File: src/rtl/ecc_log_pkg.sv
package ecc_log_pkg;
  localparam int unsigned SEL_W = 3;

  typedef enum logic [SEL_W-1:0] {
    REG_STATUS  = 3'd0,
    REG_COMMAND = 3'd1,
    REG_ADDRESS = 3'd2,
    REG_SYND    = 3'd3,
    REG_CHAN    = 3'd4
  } reg_sel_e;

  // Bit positions that software and the alert logic decode.
  localparam int unsigned STS_CE_BIT = 0;
  localparam int unsigned STS_UE_BIT = 7;
  localparam int unsigned CMD_CE_BIT = 7;
  localparam int unsigned CMD_UE_BIT = 8;
endpackage

File: src/rtl/ecc_log_capture.sv
module ecc_log_capture #(
  parameter int unsigned ADDR_W   = 32,
  parameter int unsigned PAGE_LSB = 12,
  parameter int unsigned SYN_W    = 8,
  localparam int unsigned PAGE_W  = ADDR_W - PAGE_LSB
) (
  input  logic              clk,
  input  logic              rst_n,
  input  logic              ce_evt,
  input  logic              ue_evt,
  input  logic [ADDR_W-1:0] evt_addr,
  input  logic [SYN_W-1:0]  evt_syn,
  input  logic              evt_chan,
  input  logic              clr_ce,
  input  logic              clr_ue,
  output logic              ce_flag,
  output logic              ue_flag,
  output logic [PAGE_W-1:0] log_page,
  output logic [SYN_W-1:0]  log_syn,
  output logic              log_chan
);
  logic              ce_q, ce_d, ue_q, ue_d;
  logic [PAGE_W-1:0] page_q, page_d;
  logic [SYN_W-1:0]  syn_q, syn_d;
  logic              chan_q, chan_d;
  logic              take_ue, take_ce, load_en;
  logic [PAGE_LSB-1:0] unused_low;

  assign unused_low = evt_addr[PAGE_LSB-1:0];

  always_comb begin
    // Severity rule: UE data lands unless a UE is pending; CE data only into an empty log.
    take_ue = ue_evt & ~ue_q;
    take_ce = ce_evt & ~ce_q & ~ue_q & ~ue_evt;
    load_en = take_ue | take_ce;
    // A new capture overrides a clear in the same cycle.
    ce_d = ce_evt | (ce_q & ~clr_ce);
    ue_d = ue_evt | (ue_q & ~clr_ue);
    page_d = page_q;
    syn_d  = syn_q;
    chan_d = chan_q;
    if (load_en) begin
      page_d = evt_addr[ADDR_W-1:PAGE_LSB];
      syn_d  = evt_syn;
      chan_d = evt_chan;
    end
  end

  always_ff @(posedge clk or negedge rst_n) begin
    if (!rst_n) begin
      ce_q <= 1'b0;
      ue_q <= 1'b0;
    end else begin
      ce_q <= ce_d;
      ue_q <= ue_d;
    end
  end

  always_ff @(posedge clk or negedge rst_n) begin
    if (!rst_n) begin
      page_q <= '0;
      syn_q  <= '0;
      chan_q <= 1'b0;
    end else if (load_en) begin
      page_q <= page_d;
      syn_q  <= syn_d;
      chan_q <= chan_d;
    end
  end

  assign ce_flag  = ce_q;
  assign ue_flag  = ue_q;
  assign log_page = page_q;
  assign log_syn  = syn_q;
  assign log_chan = chan_q;

  // a pulse always leaves its flag set on the next edge.
  assert_ce_pulse_sets_R4: assert property (@(posedge clk) disable iff (!rst_n)
    ce_evt |=> ce_q);
  assert_ue_pulse_sets_R4: assert property (@(posedge clk) disable iff (!rst_n)
    ue_evt |=> ue_q);
  // clear without a competing pulse drops the flag.
  assert_ce_clear_R3: assert property (@(posedge clk) disable iff (!rst_n)
    (clr_ce && !ce_evt) |=> !ce_q);
  // a pending UE freezes the captured data.
  assert_ue_holds_data_R8: assert property (@(posedge clk) disable iff (!rst_n)
    ue_q |=> ($stable(page_q) && $stable(syn_q) && $stable(chan_q)));
  // a pending CE freezes data unless a UE arrives.
  assert_ce_holds_data_R8: assert property (@(posedge clk) disable iff (!rst_n)
    (ce_q && !ue_evt) |=> ($stable(page_q) && $stable(syn_q)));
  // UE over a logged CE takes the UE data and keeps the CE flag.
  assert_ue_overwrites_R7: assert property (@(posedge clk) disable iff (!rst_n)
    (ue_evt && !ue_q && ce_q && !clr_ce) |=> (ce_q && syn_q == $past(evt_syn)));
endmodule

File: src/rtl/ecc_log_cmd.sv
module ecc_log_cmd #(
  parameter int unsigned BUS_W = 32
) (
  input  logic             clk,
  input  logic             rst_n,
  input  logic             wr_en,
  input  logic [BUS_W-1:0] wdata,
  output logic             en_ce,
  output logic             en_ue
);
  import ecc_log_pkg::*;

  logic en_ce_q, en_ce_d, en_ue_q, en_ue_d;

  always_comb begin
    en_ce_d = wdata[CMD_CE_BIT];
    en_ue_d = wdata[CMD_UE_BIT];
  end

  always_ff @(posedge clk or negedge rst_n) begin
    if (!rst_n) begin
      en_ce_q <= 1'b0;
      en_ue_q <= 1'b0;
    end else if (wr_en) begin
      en_ce_q <= en_ce_d;
      en_ue_q <= en_ue_d;
    end
  end

  assign en_ce = en_ce_q;
  assign en_ue = en_ue_q;

  // enables move only on a command write.
  assert_cmd_stable_R10: assert property (@(posedge clk) disable iff (!rst_n)
    !wr_en |=> ($stable(en_ce_q) && $stable(en_ue_q)));
endmodule

File: src/rtl/ecc_log_alert.sv
module ecc_log_alert (
  input  logic ce_flag,
  input  logic ue_flag,
  input  logic en_ce,
  input  logic en_ue,
  output logic sys_err
);
  always_comb begin
    sys_err = (ce_flag & en_ce) | (ue_flag & en_ue);
  end

  // no alert without a pending flag.
  always_comb begin
    if (!ce_flag && !ue_flag)
      assert_no_idle_alert_R11: assert (!sys_err);
  end
endmodule

File: src/rtl/ecc_log_rdmux.sv
module ecc_log_rdmux #(
  parameter int unsigned BUS_W    = 32,
  parameter int unsigned ADDR_W   = 32,
  parameter int unsigned PAGE_LSB = 12,
  parameter int unsigned SYN_W    = 8,
  localparam int unsigned PAGE_W  = ADDR_W - PAGE_LSB
) (
  input  logic [ecc_log_pkg::SEL_W-1:0] sel,
  input  logic              ce_flag,
  input  logic              ue_flag,
  input  logic              en_ce,
  input  logic              en_ue,
  input  logic [PAGE_W-1:0] log_page,
  input  logic [SYN_W-1:0]  log_syn,
  input  logic              log_chan,
  output logic [BUS_W-1:0]  rdata
);
  import ecc_log_pkg::*;

  logic [BUS_W-1:0] sts_w, cmd_w, adr_w, syn_w, chn_w;

  always_comb begin
    sts_w = '0;
    sts_w[STS_CE_BIT] = ce_flag;
    sts_w[STS_UE_BIT] = ue_flag;
    cmd_w = '0;
    cmd_w[CMD_CE_BIT] = en_ce;
    cmd_w[CMD_UE_BIT] = en_ue;
    adr_w = '0;
    adr_w[ADDR_W-1:PAGE_LSB] = log_page;
    syn_w = '0;
    syn_w[SYN_W-1:0] = log_syn;
    chn_w = '0;
    chn_w[0] = log_chan;
  end

  always_comb begin
    case (sel)
      REG_STATUS:  rdata = sts_w;
      REG_COMMAND: rdata = cmd_w;
      REG_ADDRESS: rdata = adr_w;
      REG_SYND:    rdata = syn_w;
      REG_CHAN:    rdata = chn_w;
      default:     rdata = '0;
    endcase
  end

  // status reads show at most the two flag bits.
  always_comb begin
    if (sel == REG_STATUS)
      assert_status_reserved_R2: assert ($countones(rdata) <= 2 &&
        rdata[STS_UE_BIT-1:STS_CE_BIT+1] == '0);
  end
endmodule

File: src/rtl/ecc_err_log.sv
module ecc_err_log #(
  parameter int unsigned BUS_W    = 32,
  parameter int unsigned ADDR_W   = 32,
  parameter int unsigned PAGE_LSB = 12,
  parameter int unsigned SYN_W    = 8
) (
  input  logic                          clk,
  input  logic                          rst_n,
  input  logic                          ce_evt,
  input  logic                          ue_evt,
  input  logic [ADDR_W-1:0]             evt_addr,
  input  logic [SYN_W-1:0]              evt_syn,
  input  logic                          evt_chan,
  input  logic [ecc_log_pkg::SEL_W-1:0] bus_sel,
  input  logic                          bus_wr,
  input  logic [BUS_W-1:0]              bus_wdata,
  output logic [BUS_W-1:0]              bus_rdata,
  output logic                          sys_err
);
  import ecc_log_pkg::*;

  localparam int unsigned PAGE_W = ADDR_W - PAGE_LSB;

  logic              wr_sts, wr_cmd, clr_ce, clr_ue;
  logic              ce_flag, ue_flag, en_ce, en_ue, log_chan;
  logic [PAGE_W-1:0] log_page;
  logic [SYN_W-1:0]  log_syn;

  always_comb begin
    wr_sts = bus_wr & (bus_sel == REG_STATUS);
    wr_cmd = bus_wr & (bus_sel == REG_COMMAND);
    clr_ce = wr_sts & bus_wdata[STS_CE_BIT];
    clr_ue = wr_sts & bus_wdata[STS_UE_BIT];
  end

  ecc_log_capture #(.ADDR_W(ADDR_W), .PAGE_LSB(PAGE_LSB), .SYN_W(SYN_W)) u_capture (
    .clk(clk), .rst_n(rst_n), .ce_evt(ce_evt), .ue_evt(ue_evt),
    .evt_addr(evt_addr), .evt_syn(evt_syn), .evt_chan(evt_chan),
    .clr_ce(clr_ce), .clr_ue(clr_ue), .ce_flag(ce_flag), .ue_flag(ue_flag),
    .log_page(log_page), .log_syn(log_syn), .log_chan(log_chan)
  );

  ecc_log_cmd #(.BUS_W(BUS_W)) u_cmd (
    .clk(clk), .rst_n(rst_n), .wr_en(wr_cmd), .wdata(bus_wdata),
    .en_ce(en_ce), .en_ue(en_ue)
  );

  ecc_log_alert u_alert (
    .ce_flag(ce_flag), .ue_flag(ue_flag), .en_ce(en_ce), .en_ue(en_ue),
    .sys_err(sys_err)
  );

  ecc_log_rdmux #(.BUS_W(BUS_W), .ADDR_W(ADDR_W), .PAGE_LSB(PAGE_LSB), .SYN_W(SYN_W)) u_rdmux (
    .sel(bus_sel), .ce_flag(ce_flag), .ue_flag(ue_flag), .en_ce(en_ce), .en_ue(en_ue),
    .log_page(log_page), .log_syn(log_syn), .log_chan(log_chan), .rdata(bus_rdata)
  );

  // outputs are quiet in the cycle after reset release.
  assert_reset_quiet_R1: assert property (@(posedge clk)
    $rose(rst_n) |-> !sys_err);
  // an enabled pending UE raises the alert.
  assert_ue_alert_R11: assert property (@(posedge clk) disable iff (!rst_n)
    (ue_flag && en_ue) |-> sys_err);
endmodule

File: config.mk
export PLATFORM = sky130hd
export DESIGN_NAME = ecc_err_log
export DESIGN_NICKNAME = d
export VERILOG_FILES = /design/src/rtl/ecc_log_pkg.sv /design/src/rtl/ecc_log_capture.sv /design/src/rtl/ecc_log_cmd.sv /design/src/rtl/ecc_log_alert.sv /design/src/rtl/ecc_log_rdmux.sv /design/src/rtl/ecc_err_log.sv
export SDC_FILE = /design/constraint.sdc
export NUM_CORES = 1
export LEC_CHECK = 0
export BUFFER_PORTS_ARGS = -buffer_cell sky130_fd_sc_hd__buf_2
export CELL_PAD_IN_SITES_DETAIL_PLACEMENT = 0
export CELL_PAD_IN_SITES_GLOBAL_PLACEMENT = 1
export CORE_ASPECT_RATIO = 0.8
export CORE_UTILIZATION = 30
export CTS_CLUSTER_DIAMETER = 150
export CTS_CLUSTER_SIZE = 20
export DETAILED_ROUTE_END_ITERATION = 8
export PLACE_DENSITY_LB_ADDON = 0.1
export REMOVE_ABC_BUFFERS = 1
export SLEW_MARGIN = 10
export SYNTH_ARGS = -nofsm -noshare
export SYNTH_HDL_FRONTEND = slang
export SYNTH_HIERARCHICAL = 1
export SYNTH_SLANG_ARGS = --single-unit
File: constraint.sdc
create_clock -name clk -period 1.7 [get_ports clk]
set_input_delay 0.17 -clock clk [delete_from_list [all_inputs] [get_ports clk]]
set_output_delay 0.17 -clock clk [all_outputs]
set_load 0.01 [all_outputs]
# Word level (Yosys, flattened, before mapping)
# Index checks and enable logic that the tools add are counted.
[op_classes]
n_eq_ne = 4
mux = 1
n_bitwise = 21
n_reduce_logical = 1
[ops]
columns = ["operator", "n"]
rows = [
  ["32-bit one-hot mux with 5 select lines", 1],
  ["1-bit AND", 12],
  ["3-bit by 2-bit equality test with 1-bit output (second input constant)", 2],
  ["1-bit inverter", 5],
  ["1-bit bitwise OR", 4],
  ["3-bit by 1-bit equality test with 1-bit output (second input constant)", 1],
  ["3-bit equality test (second input constant)", 1],
  ["3-bit zero test", 1],
]
[word_totals]
register_bits = 33
in_bits = 81
output_inout_bits = 33
elab_cells = 34

# Longest topological paths before layout
[logic_depth]
word_depth = 6
depth_mapped = 5
depth_no_buf = 4

# Cells and area by module
# The synthesis kept the hierarchy.
[modules_own_cells]
columns = ["mod", "n_inst", "cells_per_inst", "area_per_inst_um2", "seq_area_each_um2"]
rows = [
  ["ecc_log_capture", 1, 70, 1232.4, 775.7],
  ["ecc_log_rdmux", 1, 42, 302.8, 0.0],
  ["ecc_log_cmd", 1, 4, 72.6, 50.0],
  ["ecc_err_log", 1, 4, 40.0, 0.0],
  ["ecc_log_alert", 1, 1, 8.8, 0.0],
]

# Worst setup path after synthesis
# OpenSTA, ideal clock, no wires.
[synth_timing]
kind = "register to register"
startpoint = "register u_capture.ce_q (netlist: u_capture/ce_flag)"
endpoint = "register u_capture.page_q[10] (netlist: u_capture/log_page[10])"
setup_ps = 125
arrival_ps = 1256
t_required_ps = 1575
setup_slack_ps = 319
path_stages_with_launch = 6
n_path_buf = 2
period_less_slack_ps = 1381
path_cell_list = "dfrtp_1 -> nand2b_4 -> a21oi_4 -> buf_6 -> buf_12 -> mux2_4"
[synth_between]
elab_chain_cells = 5
[synth_rtl]
columns = ["element", "line_no", "text"]
rows = [
  ["start: declaration", "ecc_log_capture.sv:22", "logic ce_q, ce_d, ue_q, ue_d;"],
  ["start signal: assignment", "ecc_log_capture.sv:51", "ce_q <= 1'b0;"],
  ["start signal: assignment", "ecc_log_capture.sv:54", "ce_q <= ce_d;"],
  ["1-bit inverter", "ecc_log_capture.sv:34", "take_ce = ce_evt & ~ce_q & ~ue_q & ~ue_evt;"],
  ["1-bit AND (3 in a row)", "ecc_log_capture.sv:34", ""],
  ["1-bit bitwise OR", "ecc_log_capture.sv:35", "load_en = take_ue | take_ce;"],
  ["end signal: assignment", "ecc_log_capture.sv:65", "page_q <= page_d;"],
  ["end: declaration", "ecc_log_capture.sv:23", "logic [PAGE_W-1:0] page_q, page_d;"],
]
# Every way passes these cells.
# A chain may end at the register's enable or synchronous reset.

# Worst setup path in the final report
[layout_timing]
startpoint = "register u_capture.ce_q (netlist: u_capture/ce_flag)"
endpoint = "register u_capture.syn_q[2] (netlist: u_capture/log_syn[2])"
[layout_between]
elab_chain_cells = 5
[layout_rtl]
columns = ["element", "line_no", "text"]
rows = [
  ["1-bit inverter", "ecc_log_capture.sv:34", ""],
  ["1-bit AND (3 in a row)", "ecc_log_capture.sv:34", ""],
  ["1-bit bitwise OR", "ecc_log_capture.sv:35", ""],
  ["end signal: assignment", "ecc_log_capture.sv:66", "syn_q <= syn_d;"],
  ["end: declaration", "ecc_log_capture.sv:24", "logic [SYN_W-1:0] syn_q, syn_d;"],
]
# Every way passes these cells.

==> impl_metrics.xml <==
<?xml version="1.0" encoding="UTF-8"?>
<metrics>
  <group name="outcome">
    <metric name="run_status" unit="">finished, final reports clean</metric>
  </group>
  <group name="global_route">
    <metric name="antenna_found_initial" unit="">0</metric>
    <metric name="grt_overflow_total" unit="">0</metric>
    <metric name="grt_util_all_layers" unit="">0.1271</metric>
    <metric name="maximum_number_of_pins_on_one_net_before_global_route_repair" unit="">34</metric>
    <metric name="grt_pass1_vias" unit="">1171</metric>
    <metric name="grt_first_pass_wirelength" unit="mm">5.457</metric>
  </group>
  <group name="route">
    <metric name="drt_first_pass_iters" unit="">2</metric>
    <metric name="via_per_inst" unit="">4.405</metric>
    <metric name="finalWirelength" unit="mm">3.472</metric>
    <metric name="drc_errors" unit="">0</metric>
    <metric name="detail_route.wl_per_cell" unit="µm">13.51</metric>
    <metric name="dr.first_iter.drc_count" unit="">32</metric>
    <metric name="detailroute.via_count" unit="">1132</metric>
    <metric name="ant_nets" unit="">0</metric>
  </group>
  <group name="cts">
    <metric name="cts_root_buffer" unit="">clkbuf_8</metric>
    <metric name="post_cts_setup_repair_bufs" unit="">0</metric>
    <metric name="cts_repair_resize_count" unit="">0</metric>
    <metric name="cts.clk_slew.worst_paths" unit="ns">0.06</metric>
    <metric name="cts_inserted_buffers" unit="">5</metric>
    <metric name="numClockSinks" unit="">33</metric>
    <metric name="cts_max_level" unit="">2</metric>
    <metric name="cts_tree" unit="">built</metric>
    <metric name="max-clock-path-buffers" unit="">2</metric>
    <metric name="clk-insertion-delay-late" unit="ns">0.27</metric>
  </group>
  <group name="layout">
    <metric name="finish.instance_area" unit="mm²">0.002147</metric>
    <metric name="n_fill_cell" unit="">501</metric>
    <metric name="finish.utilization" unit="">0.4168</metric>
    <metric name="flow.area_growth_from_synthesis" unit="%">29.61</metric>
    <metric name="layout-drive-gt1-share" unit="">0.6923</metric>
    <metric name="insertedDiodeCount" unit="">0</metric>
    <metric name="final_net_count" unit="">276</metric>
  </group>
  <group name="yosys">
    <metric name="synth.yosys.warnings" unit="">6</metric>
    <metric name="netlist_top_cells_area" unit="">dfrtp_1 (50%), mux2_2 (14%), mux2_4 (9.1%), and2_2 (8.6%), and2_1 (3.4%)</metric>
    <metric name="synth_xor_xnor_area_share" unit="">0</metric>
    <metric name="synthesis.area" unit="mm²">0.001657</metric>
    <metric name="synth_top_area_share" unit="">0.4985</metric>
    <metric name="synth_register_bits" unit="">33</metric>
    <metric name="synth_compound_gate_area_share" unit="">0.03474</metric>
    <metric name="synth_top_cell_by_area" unit="">dfrtp_1</metric>
    <metric name="syn-mean-instance-area" unit="µm²">13.69</metric>
    <metric name="synthesis.instances" unit="">121</metric>
    <metric name="post_synth_mux_area_share" unit="">0.2455</metric>
    <metric name="sequential_area_share_after_synthesis" unit="">0.4985</metric>
    <metric name="ys_types" unit="">25</metric>
    <metric name="synth_simple_gate_area_share" unit="">0.1669</metric>
    <metric name="synth_adder_area_share" unit="">0</metric>
    <metric name="largest_family_of_logic_cells_by_synthesized_area" unit="">multiplexers</metric>
  </group>
  <group name="placement">
    <metric name="place_congestion" unit="">0.6518</metric>
    <metric name="placement.cell_area" unit="mm²">0.002051</metric>
    <metric name="hpwlAfterDp" unit="mm">2.585</metric>
    <metric name="port-buffer-count" unit="">69</metric>
  </group>
  <group name="worst_setup_path">
    <metric name="worstPathRequired" unit="ns">1.85</metric>
    <metric name="crit_path_max_fanout" unit="">13</metric>
    <metric name="setup.worst_path.start_class" unit="">register</metric>
    <metric name="timing.setup.critical_path_class" unit="">reg2reg</metric>
    <metric name="worstSetupEndpointType" unit="">register</metric>
    <metric name="timing.critical_path.arrival" unit="ns">1.67</metric>
  </group>
  <group name="timing">
    <metric name="maxSlewViolCount" unit="">0</metric>
    <metric name="layout_worst_path_cycle_share" unit="">0.8904</metric>
    <metric name="max_clock_freq" unit="MHz">660.6</metric>
    <metric name="fin_crit" unit="ns">1.514</metric>
    <metric name="rsz_0062_raised_after_global_routing" unit="">false</metric>
    <metric name="setup_violations" unit="">0</metric>
    <metric name="worst_slew_margin_rel" unit="">0.5085</metric>
    <metric name="tightest_pin_transition" unit="ns">0.7373</metric>
    <metric name="clock-skew-final" unit="ns">0.004448</metric>
    <metric name="timing.final.hold_violations" unit="">0</metric>
  </group>
  <group name="floorplanning">
    <metric name="floorplan.die_area" unit="mm²">0.005825</metric>
    <metric name="placementRows" unit="">23</metric>
    <metric name="start_util" unit="">0.3216</metric>
    <metric name="die_w" unit="µm">85.08</metric>
    <metric name="pin_count" unit="">114</metric>
    <metric name="die-height" unit="µm">68.47</metric>
    <metric name="coreArea" unit="mm²">0.005151</metric>
  </group>
  <group name="power_and_ir_drop">
    <metric name="vdd_ir_drop_max" unit="mV">0.4350</metric>
    <metric name="p_leak" unit="nW">1.100</metric>
    <metric name="power_per_cell_area" unit="mW/mm²">968.6</metric>
  </group>
  <group name="hold_path">
    <metric name="min_path_type" unit="">in2reg</metric>
  </group>
  <group name="job">
    <metric name="max_cap_violation_count" unit="">0</metric>
  </group>
</metrics>
-- cell usage after synthesis, drive strengths merged --
library cell  count
buf               6
o31ai             1
clkbuf            2
inv               4
mux2             31
and3b             1
a211oi            1
nand2b            1
and2             28
nor3              1
and4bb            2
a21o              1
dfrtp            33
nand2             1
mux2i             2
conb              1
a21oi             2
o21ai             1
a22o              1
nor4b             1
-- state kept, by name, summed over array words and instances, names as in the netlist --
name	count
u_cmd/en_ce	1
u_cmd/en_ue	1
u_capture/log_syn	8
u_capture/ue_flag	1
u_capture/ce_flag	1
u_capture/log_page	20
u_capture/log_chan	1
-- timing repair --
action                     4_1_cts  5_1_grt
setup endpoints to repair        0        0
hold endpoints to repair        33        0
hold buffers                     1        0
-- logic make-up (layout without fill, tap and decap cells) --
| group | after synthesis | after routing |
|---|---|---|
| multiplexers | 33 | 33 |
| flip-flops | 33 | 33 |
| AO/OA/AOI/OAI | 7 | 7 |
| buffers and inverters | 12 | 84 |
| other | 1 | 3 |
| AND/OR/NAND/NOR | 35 | 35 |
-- final timing paths --
path	startpoint	to	slack, ns	depth (start not counted)
setup / recovery	u_capture/ce_flag$_DFF_PN0_	u_capture/log_syn[2]$_DFFE_PN0P_	0.19	4
hold / removal	evt_chan	u_capture/log_chan$_DFFE_PN0P_	0.13	2
setup reg to reg	u_capture/ce_flag$_DFF_PN0_	u_capture/log_syn[2]$_DFFE_PN0P_	0.19	4
hold reg to reg	u_capture/log_page[4]$_DFFE_PN0P_	u_capture/log_page[4]$_DFFE_PN0P_	0.50	1
max in group asynchronous	rst_n	u_capture/log_syn[4]$_DFFE_PN0P_	0.74	2
min in group asynchronous	rst_n	u_cmd/en_ue$_DFFE_PN0P_	0.49	2
-- placed cells by master (no fill, tap or decap), types with 3 or more instances in the layout --
cell and instances:
conb_1 3, buf_2 69, mux2_4 10, clkbuf_8 6
dfrtp_1 33, and2_2 19, and2_1 9, inv_1 4
mux2_2 21
-- metal layers --
metal / vias to the layer above / routed length [µm] / track usage
met5: - / 0 / 0
li1: 550 / - / -
met3: 5 / 200 / 0.04222
met4: 0 / 29 / 0.04449
met1: 534 / 1548 / 0.1521
met2: 43 / 1693 / 0.2177
-- through the flow --
| stage | cells | hold slack [ns] | total power, mW | setup WS, ns | setup TNS [ns] |
|---|---|---|---|---|---|
| after CTS | 257 | 0.1149 | 2.118 | 0.1644 | 0 |
| final | 257 | 0.1274 | 2.080 | 0.1863 | 0 |
| after floorplan | 115 | -0.1256 | 1.349 | -0.001269 | -0.02410 |
| after global placement | 249 | 0.2729 | 1.489 | 0.2134 | 0 |
| after detailed placement | 249 | 0.2865 | 1.521 | 0.1791 | 0 |
| after global routing | 257 | 0.1193 | 2.208 | 0.1272 | 0 |
-- worst max-delay path, cell delays in order (launching register included) --
cell and delay (ns):
dfrtp_1 0.42, nand2b_4 0.17, a21oi_4 0.19, buf_4 0.24, mux2_2 0.36
-- where the power goes --
| group | total, mW | internal, mW | switching, mW |
|---|---|---|---|
| Sequential | 1.07 | 0.981 | 0.0907 |
| Combinational | 0.428 | 0.277 | 0.151 |
| Clock | 0.580 | 0.321 | 0.260 |
| Total | 2.08 | 1.58 | 0.501 |
-- cell type report --
cell class	instances	area (µm²)	share of cell area
Timing Repair Buffer	73	390.4	0.1818
Tap cell	62	77.57	0.03613
Multi-Input combinational cell	78	752.0	0.3502
Inverter	4	15.01	0.006993
Sequential cell	33	825.8	0.3846
Clock buffer	7	86.33	0.04021
Power figures use the tool's default switching activity.
